$ cat config.mk
export PLATFORM = sky130hd
export DESIGN_NAME = addr_pointer
export DESIGN_NICKNAME = d
export VERILOG_FILES = /design/src/rtl/addr_pointer_pkg.sv /design/src/rtl/addr_loader.sv /design/src/rtl/addr_stepper.sv /design/src/rtl/addr_pointer.sv
export SDC_FILE = /design/constraint.sdc
export NUM_CORES = 1
export LEC_CHECK = 0
export ABC_AREA = 1
export BUFFER_PORTS_ARGS = -buffer_cell sky130_fd_sc_hd__buf_2
export CAP_MARGIN = 40
export CELL_PAD_IN_SITES_DETAIL_PLACEMENT = 2
export CELL_PAD_IN_SITES_GLOBAL_PLACEMENT = 2
export CORE_ASPECT_RATIO = 2
export CORE_UTILIZATION = 24
export CTS_BUF_LIST = sky130_fd_sc_hd__clkbuf_2
export DETAILED_ROUTE_END_ITERATION = 6
export GPL_ROUTABILITY_DRIVEN = 1
export PLACE_DENSITY_LB_ADDON = 0.05
export SLEW_MARGIN = 20
export SYNTH_ARGS = -nofsm -noshare
export SYNTH_HDL_FRONTEND = slang
export SYNTH_SLANG_ARGS = --single-unit
$ cat constraint.sdc
create_clock -name clk_i -period 2 [get_ports clk_i]
set_clock_uncertainty 0.2 [all_clocks]
set_input_delay 0.1 -clock clk_i [delete_from_list [all_inputs] [get_ports clk_i]]
set_output_delay 0.1 -clock clk_i [all_outputs]
set_load 0.01 [all_outputs]
$ cat src/rtl/addr_pointer_pkg.sv
package addr_pointer_pkg;
  parameter int unsigned BLK_W  = 3;
  parameter int unsigned WORD_W = 8;
  parameter int unsigned OFS_W  = 5;
  localparam int unsigned ADDR_W = BLK_W + WORD_W;
  localparam int unsigned PAGE_W = ADDR_W - OFS_W;
  typedef logic [ADDR_W-1:0] addr_t;
  typedef enum logic {MODE_WR = 1'b0, MODE_RD = 1'b1} mode_e;
endpackage

$ cat src/rtl/addr_loader.sv
module addr_loader
  import addr_pointer_pkg::*;
(
  input  addr_t             cur_i,
  input  logic              ld_blk_i,
  input  logic [BLK_W-1:0]  blk_i,
  input  logic              ld_word_i,
  input  logic [WORD_W-1:0] word_i,
  output addr_t             nxt_o,
  output logic              any_ld_o
);
  always_comb begin
    nxt_o = cur_i;
    if (ld_blk_i)  nxt_o[ADDR_W-1:WORD_W] = blk_i;
    if (ld_word_i) nxt_o[WORD_W-1:0]      = word_i;
    any_ld_o = ld_blk_i | ld_word_i;
  end
endmodule

$ cat src/rtl/addr_stepper.sv
module addr_stepper
  import addr_pointer_pkg::*;
(
  input  addr_t cur_i,
  input  mode_e mode_i,
  output addr_t nxt_o
);
  addr_t lin;
  logic [OFS_W-1:0] ofs;
  always_comb begin
    lin = cur_i + addr_t'(1);
    ofs = cur_i[OFS_W-1:0] + OFS_W'(1);
    if (mode_i == MODE_RD) nxt_o = lin;
    else                   nxt_o = {cur_i[ADDR_W-1:OFS_W], ofs};
  end
endmodule

$ cat src/rtl/addr_pointer.sv
module addr_pointer
  import addr_pointer_pkg::*;
(
  input  logic              clk_i,
  input  logic              rst_ni,
  input  logic              ld_blk_i,
  input  logic [2:0]        blk_i,
  input  logic              ld_word_i,
  input  logic [7:0]        word_i,
  input  logic              step_i,
  input  logic              rd_mode_i,
  output logic [10:0]       addr_o,
  output logic [5:0]        page_o
);
  addr_t ptr_q, ld_nxt, st_nxt;
  logic  any_ld;

  addr_loader u_load (
    .cur_i(ptr_q), .ld_blk_i(ld_blk_i), .blk_i(blk_i),
    .ld_word_i(ld_word_i), .word_i(word_i),
    .nxt_o(ld_nxt), .any_ld_o(any_ld)
  );

  addr_stepper u_step (
    .cur_i(ptr_q), .mode_i(mode_e'(rd_mode_i)), .nxt_o(st_nxt)
  );

  always_ff @(posedge clk_i or negedge rst_ni) begin
    if (!rst_ni)     ptr_q <= '0;
    else if (any_ld) ptr_q <= ld_nxt;
    else if (step_i) ptr_q <= st_nxt;
  end

  assign addr_o = ptr_q;
  assign page_o = ptr_q[ADDR_W-1:OFS_W];
endmodule

==> impl_metrics.toml, run 1 <==
[power_and_ir_drop]
total_power_uw = 676
p_per_area_mw_per_mm2 = 597
p_leak_uw = 0.000611
peakVddDrop_v = 0.000257

[sta]
min_period_over_period_pct = 84.7
setup_violations = 0
rsz0062_at_grt = "false"
tns_ps = 0
fmax_mhz = 591
tightest_slew_ps = 338
slew_viol_final = 0
fin_crit_ps = 1690
hold_viol_final = 0
max-slew-margin-rel_pct = 77.5

[critical_path]
path_max_fanout = 6
crit_chain = "ha_1, inv_1, nor2_2, nand3_1, nand2_1, nand3_1, nand2_1, nand2_1"
slowest_stage = "dfrtp_1"
setup.worst_path.start = "addr_o[0]$_DFFE_PN0P_"
path_class = "register to register"
rr_startpoint = "addr_o[0]$_DFFE_PN0P_"
reg2reg_to = "addr_o[10]$_DFFE_PN0P_"
ff2ff_setup_slack_ps = 310
max_stage_delay_ps = 480
worstPathRequired_ps = 1980
cp-start-kind = "register"
crit_arrival_ps = 1670
rr_worst_depth = 8
endpoint = "addr_o[10]$_DFFE_PN0P_"
end_kind = "register"
cp_common_cell = "nand2_1"

[clocking]
cts_buffers = 3
ctsResizeCount = 0
clk_pin_slew_ps = 140
clock_latency_ps = 270
cts_root_buf = "clkbuf_2"
postCtsSetupBuffers = 0
cts_buffer_depth = 2
postCtsHoldBufs = 14
cts.sinks = 11
cts_tree = "yes"
cts-htree-levels = 1

[placed_design]
hpwl_um = 2500
gp_congestion = 0.754
placed_cells = 182
io_buffers = 33

[route]
antenna_left = 0
dr_wl_met2_um = 2020
viasPerCell = 5.10
num_vias = 1019
firstDrtPassIters = 4
drc = 0
wl_per_cell_um = 15.9
met1_length_um = 1060
dr.max_layer_used = "met4"
drt-initial-drc-count = 5
wl_um = 3180
wl_met3_um = 69

[flow_run]
drv_cap = 0

[global_routing]
grt_usage_pct = 19.3
grt-ovfl-total = 0
grt_pass1_vias = 1115
grt_antenna_before_repair = 0
grt_max_degree = 12
grt_pass1_wl_um = 5260

[logic_synthesis]
synth_top_area_share_pct = 33.8
synth_edf_count = 0
synth_compound_area_share_pct = 13.5
synth_ff_type = "dfrtp_1"
synthAdderAreaFrac_pct = 1.54
yosys.area_share.simple_pct = 39.1
synth-seq-cells = 11
syn_inst = 124
synthTopCellsByArea = "dfrtp_1 34%, nand2_1 22%, buf_4 5.5%"
ys_warn_count = 0
synth_nets = 142
yosysUniqueCellTypes = 22
synth_top_family_by_area = "simple AND/OR/NAND/NOR gates"
synth.largest_area_cell = "dfrtp_1"
ys_top_cells_by_count = "47 x nand2_1, 11 x dfrtp_1, 11 x inv_1, 11 x nor2_1, 8 x nand3_1"
yosysSeqAreaShare_pct = 33.8
synthMuxAreaShare_pct = 0
syn_area_um2 = 813
yosysMostFrequentCell = "nand2_1"
ys_async_sr_fraction_pct = 100
syn_avg_cell_area_um2 = 6.56
synth_xor_area_share_pct = 0

[floorplan]
core-area_mm2 = 0.00319
floorplan.die.width_um = 43.2
start_util_pct = 25.5
ios = 34
rows = 29
dieArea_mm2 = 0.00364
fp.dieH_um = 84.3

[finish]
drive_gt1_share_pct = 27.2
diodes = 0
largest_register_ffs = 11
fin_util_pct = 35.5
nets = 188
fin_cells = 200
synthToLayoutAreaGrowth_pct = 39.2

[min_path]
hp-class = "input pin to register"

[outcome]
outcome = "finished, final reports clean"
how the worst min path moves through the flow:
stage | start | to | slack, ps | depth (start not counted)
final | step_i | addr_o[4]$_DFFE_PN0P_ | 7 | 4
after global routing | rst_ni | addr_o[5]$_DFFE_PN0P_ | 50 | 2
after CTS | step_i | addr_o[4]$_DFFE_PN0P_ | 6 | 4
after detailed placement | rst_ni | addr_o[8]$_DFFE_PN0P_ | -200 | 1
after global placement | rst_ni | addr_o[8]$_DFFE_PN0P_ | -190 | 1
after floorplan | rst_ni | addr_o[0]$_DFFE_PN0P_ | -400 | 0
critical path: cells and delay by family, from the launching register on:
family,cells,cell delay (ps)
buf+inv,1,60
fa+ha+maj,1,220
flops,1,480
simple gates,6,650
per-stage QoR:
step / cell area [um2] / worst slack, ps / hold WS, ps
floorplan: 813 / 493 / -396
global placement: 972 / 425 / -189
detailed placement: 972 / 292 / -196
CTS: 1130 / 269 / 6.15
global route: 1130 / 143 / 45.6
finish: 1130 / 307 / 7.05
area by class of cell:
type,instances,area (um2)
clock buffers,4,20.0
fillers,418,2060
flip-flops and latches,11,275
inverters,14,52.6
well taps,31,38.8
multi-input cells,93,440
repair buffers,47,305
kinds of logic after synthesis:
family	count (synthesis)
adder cells (fa/ha/maj)	1
AO/OA/AOI/OAI	18
AND/OR/NAND/NOR	74
buffers and inverters	20
flip-flops	11
where the power goes:
part | leakage (uW) | switching, uW | total [uW] | internal (uW)
registers | 0.000131 | 48.5 | 299 | 251
clock network | 0.0000166 | 91.2 | 144 | 53.1
logic | 0.000464 | 133 | 233 | 100
total | 0.000611 | 272 | 676 | 404
per-layer routing:
layer	vias to the layer above	GRT usage, %
met3	2	1.29
met4	0	5.79
li1	482	-
met2	20	40.3
met5	-	0
met1	515	18.0
cells in the final DEF (no fill, tap or decap), types with 4 or more instances in the layout:
cell	netlist	final
nand2_1	47	47
buf_2	0	33
dlygate4sd3_1	0	14
nor2_1	11	11
inv_1	11	11
dfrtp_1	11	11
nand3_1	8	8
o21ai_0	4	4
o21ai_1	4	4
clkbuf_2	0	4
Note: power is estimated with default switching activity, not from simulation.
==> inputs of run 2 (changes only) <==
--- a/config.mk
+++ b/config.mk
@@ -11,7 +11,7 @@
 export CELL_PAD_IN_SITES_DETAIL_PLACEMENT = 2
 export CELL_PAD_IN_SITES_GLOBAL_PLACEMENT = 2
 export CORE_ASPECT_RATIO = 2
-export CORE_UTILIZATION = 24
+export CORE_UTILIZATION = 22
 export CTS_BUF_LIST = sky130_fd_sc_hd__clkbuf_2
 export DETAILED_ROUTE_END_ITERATION = 6
 export GPL_ROUTABILITY_DRIVEN = 1
==> constraint.sdc (replaced) <==
create_clock -name clk_i -period 1.5 [get_ports clk_i]
set_clock_uncertainty 0.2 [all_clocks]
set_input_delay 0.075 -clock clk_i [delete_from_list [all_inputs] [get_ports clk_i]]
set_output_delay 0.075 -clock clk_i [all_outputs]
set_load 0.01 [all_outputs]
==> impl_metrics.toml, run 2 (synthesized netlist as in run 1, its figures left out) <==
[outcome]
outcome = "complete, but fails checks"
failed_checks = "hold timing"

[floorplan]
floorplan.die.width_um = 45.0
ios = 34
dieArea_mm2 = 0.00396
core-area_mm2 = 0.00345
rows = 30
fp.dieH_um = 88.0
start_util_pct = 23.6

[sta]
hold_viol_final = 2
whs_ps = -64.1
fmax_mhz = 676
rsz0062_at_grt = "true"
tns_ps = 0
setup_violations = 0
min_period_over_period_pct = 98.7
max-slew-margin-rel_pct = 77.9
slew_viol_final = 0
tightest_slew_ps = 331
fin_crit_ps = 1480

[finish]
n_fill_cell = 444
fin_util_pct = 37.8
multi_input_area_um2 = 487
largest_register_ffs = 11
layout_commonest_cell = "nand2_1"
drive_gt1_share_pct = 40.1
synthToLayoutAreaGrowth_pct = 60.3
layout_common_cells = "42 x nand2_1, 33 x buf_2, 15 x dlygate4sd3_1"
nets = 201
regArea_um2 = 279
diodes = 0

[placed_design]
io_buffers = 33
hpwl_um = 2590
gp_congestion = 0.753

[clocking]
cts-htree-levels = 1
cts_tree = "yes"
clk_pin_slew_ps = 130
cts_root_buf = "clkbuf_2"
postCtsHoldBufs = 15
cts.sinks = 11
clock_latency_ps = 270
cts_buffer_depth = 2
cts_buffers = 3

[critical_path]
critical_path_depth = 6
end_kind = "register"
rr_worst_depth = 6
reg2reg_to = "addr_o[2]$_DFFE_PN0P_"
rr_startpoint = "addr_o[0]$_DFFE_PN0P_"
critPathTopFamily = "flip-flops"
crit_arrival_ps = 1490
crit_chain = "ha_2, buf_4, buf_4, nand3_1, o22ai_1, a31oi_1"
path_max_fanout = 3
cp-start-kind = "register"
ff2ff_setup_slack_ps = 20
cp_common_cell = "buf_4"
path_class = "register to register"
critPathBufInv = 2
slowest_stage = "dfrtp_2"
max_stage_delay_ps = 450
setup.worst_path.start = "addr_o[0]$_DFFE_PN0P_"
worstPathRequired_ps = 1510
endpoint = "addr_o[2]$_DFFE_PN0P_"

[route]
viasPerCell = 4.54
wl_per_cell_um = 14.9
drc = 0
antenna_left = 0
drt-initial-drc-count = 6
num_vias = 1045
wl_um = 3440
firstDrtPassIters = 4

[global_routing]
grt_use_met3_pct = 2.47
grt_busiest_layer = "met2"
grt-ovfl-total = 0
grtUsageMet1_pct = 16.9
grt_antenna_before_repair = 0
grtUsageMet2_pct = 38.9
grt_pass1_wl_um = 5450
grt_pass1_vias = 1171
grt_max_degree = 9
grt_usage_pct = 19.0

[power_and_ir_drop]
p_per_area_mw_per_mm2 = 760
p_seq_share_pct = 39.9
peakVddDrop_v = 0.000265
p_sw_uw = 394
clock_power_share_pct = 18.8
swShare_pct = 39.7
comb_power_share_pct = 41.3
p_leak_uw = 0.000675
p_int_uw = 597
total_power_uw = 991

[flow_run]
drv_cap = 0

[min_path]
hp-class = "input pin to register"
[run 2: changes by cell type in the layout (fill, tap and decap cells not counted), sizes merged]
cell / change
buf: +12
dlygate4sd3: +1
[run 2: metal layers]
| layer | vias to the layer above | wire length, um |
|---|---|---|
| li1 | 509 | - |
| met1 | 503 | 1120 |
| met2 | 27 | 2120 |
| met3 | 6 | 105 |
| met4 | 0 | 85 |
| met5 | - | 0 |
[run 2: final cells by class]
class                      count  area share [%]
multi-input combinational     93            37.3
sequential                    11            21.4
timing repair buffer          60            31.1
clock buffer                   4            1.54
inverter                      14            4.03
tap                           48            4.61
[run 2: how the worst min path moves through the flow]
stage / from / to / depth (start not counted)
2_1_floorplan: rst_ni / addr_o[0]$_DFFE_PN0P_ / 0
3_3_place_gp: rst_ni / addr_o[8]$_DFFE_PN0P_ / 1
3_5_place_dp: rst_ni / addr_o[8]$_DFFE_PN0P_ / 1
4_1_cts: ld_word_i / addr_o[4]$_DFFE_PN0P_ / 3
5_1_grt: ld_word_i / addr_o[4]$_DFFE_PN0P_ / 3
6_report: ld_word_i / addr_o[4]$_DFFE_PN0P_ / 3
[run 2: what timing repair did]
item	4_1_cts	5_1_grt
resized for setup	4	12
pin swaps	1	8
buffers inserted	2	4
endpoints found under the hold margin	22	1
setup endpoints to repair	3	7
[run 2: power groups by stage]
stage	logic [uW]	registers [uW]	clock network [uW]
global placement	317	398	0
detailed placement	326	402	0
CTS	378	395	197
finish	409	395	187
floorplan	164	406	0
global route	453	403	205
[run 2: through the flow]
| stage | instance area [um2] | instances | setup slack, ps |
|---|---|---|---|
| 3_5_place_dp | 1040 | 205 | -107 |
| 2_1_floorplan | 815 | 124 | 13.5 |
| 3_3_place_gp | 1040 | 205 | 2.88 |
| 4_1_cts | 1240 | 226 | -7.03 |
| 6_report | 1300 | 230 | 19.9 |
| 5_1_grt | 1300 | 230 | -58.5 |
[run 2: worst min-delay path, stage by stage]
cell and delay [ps]:
buf_2 160, a211oi_1 70, nor2_1 70
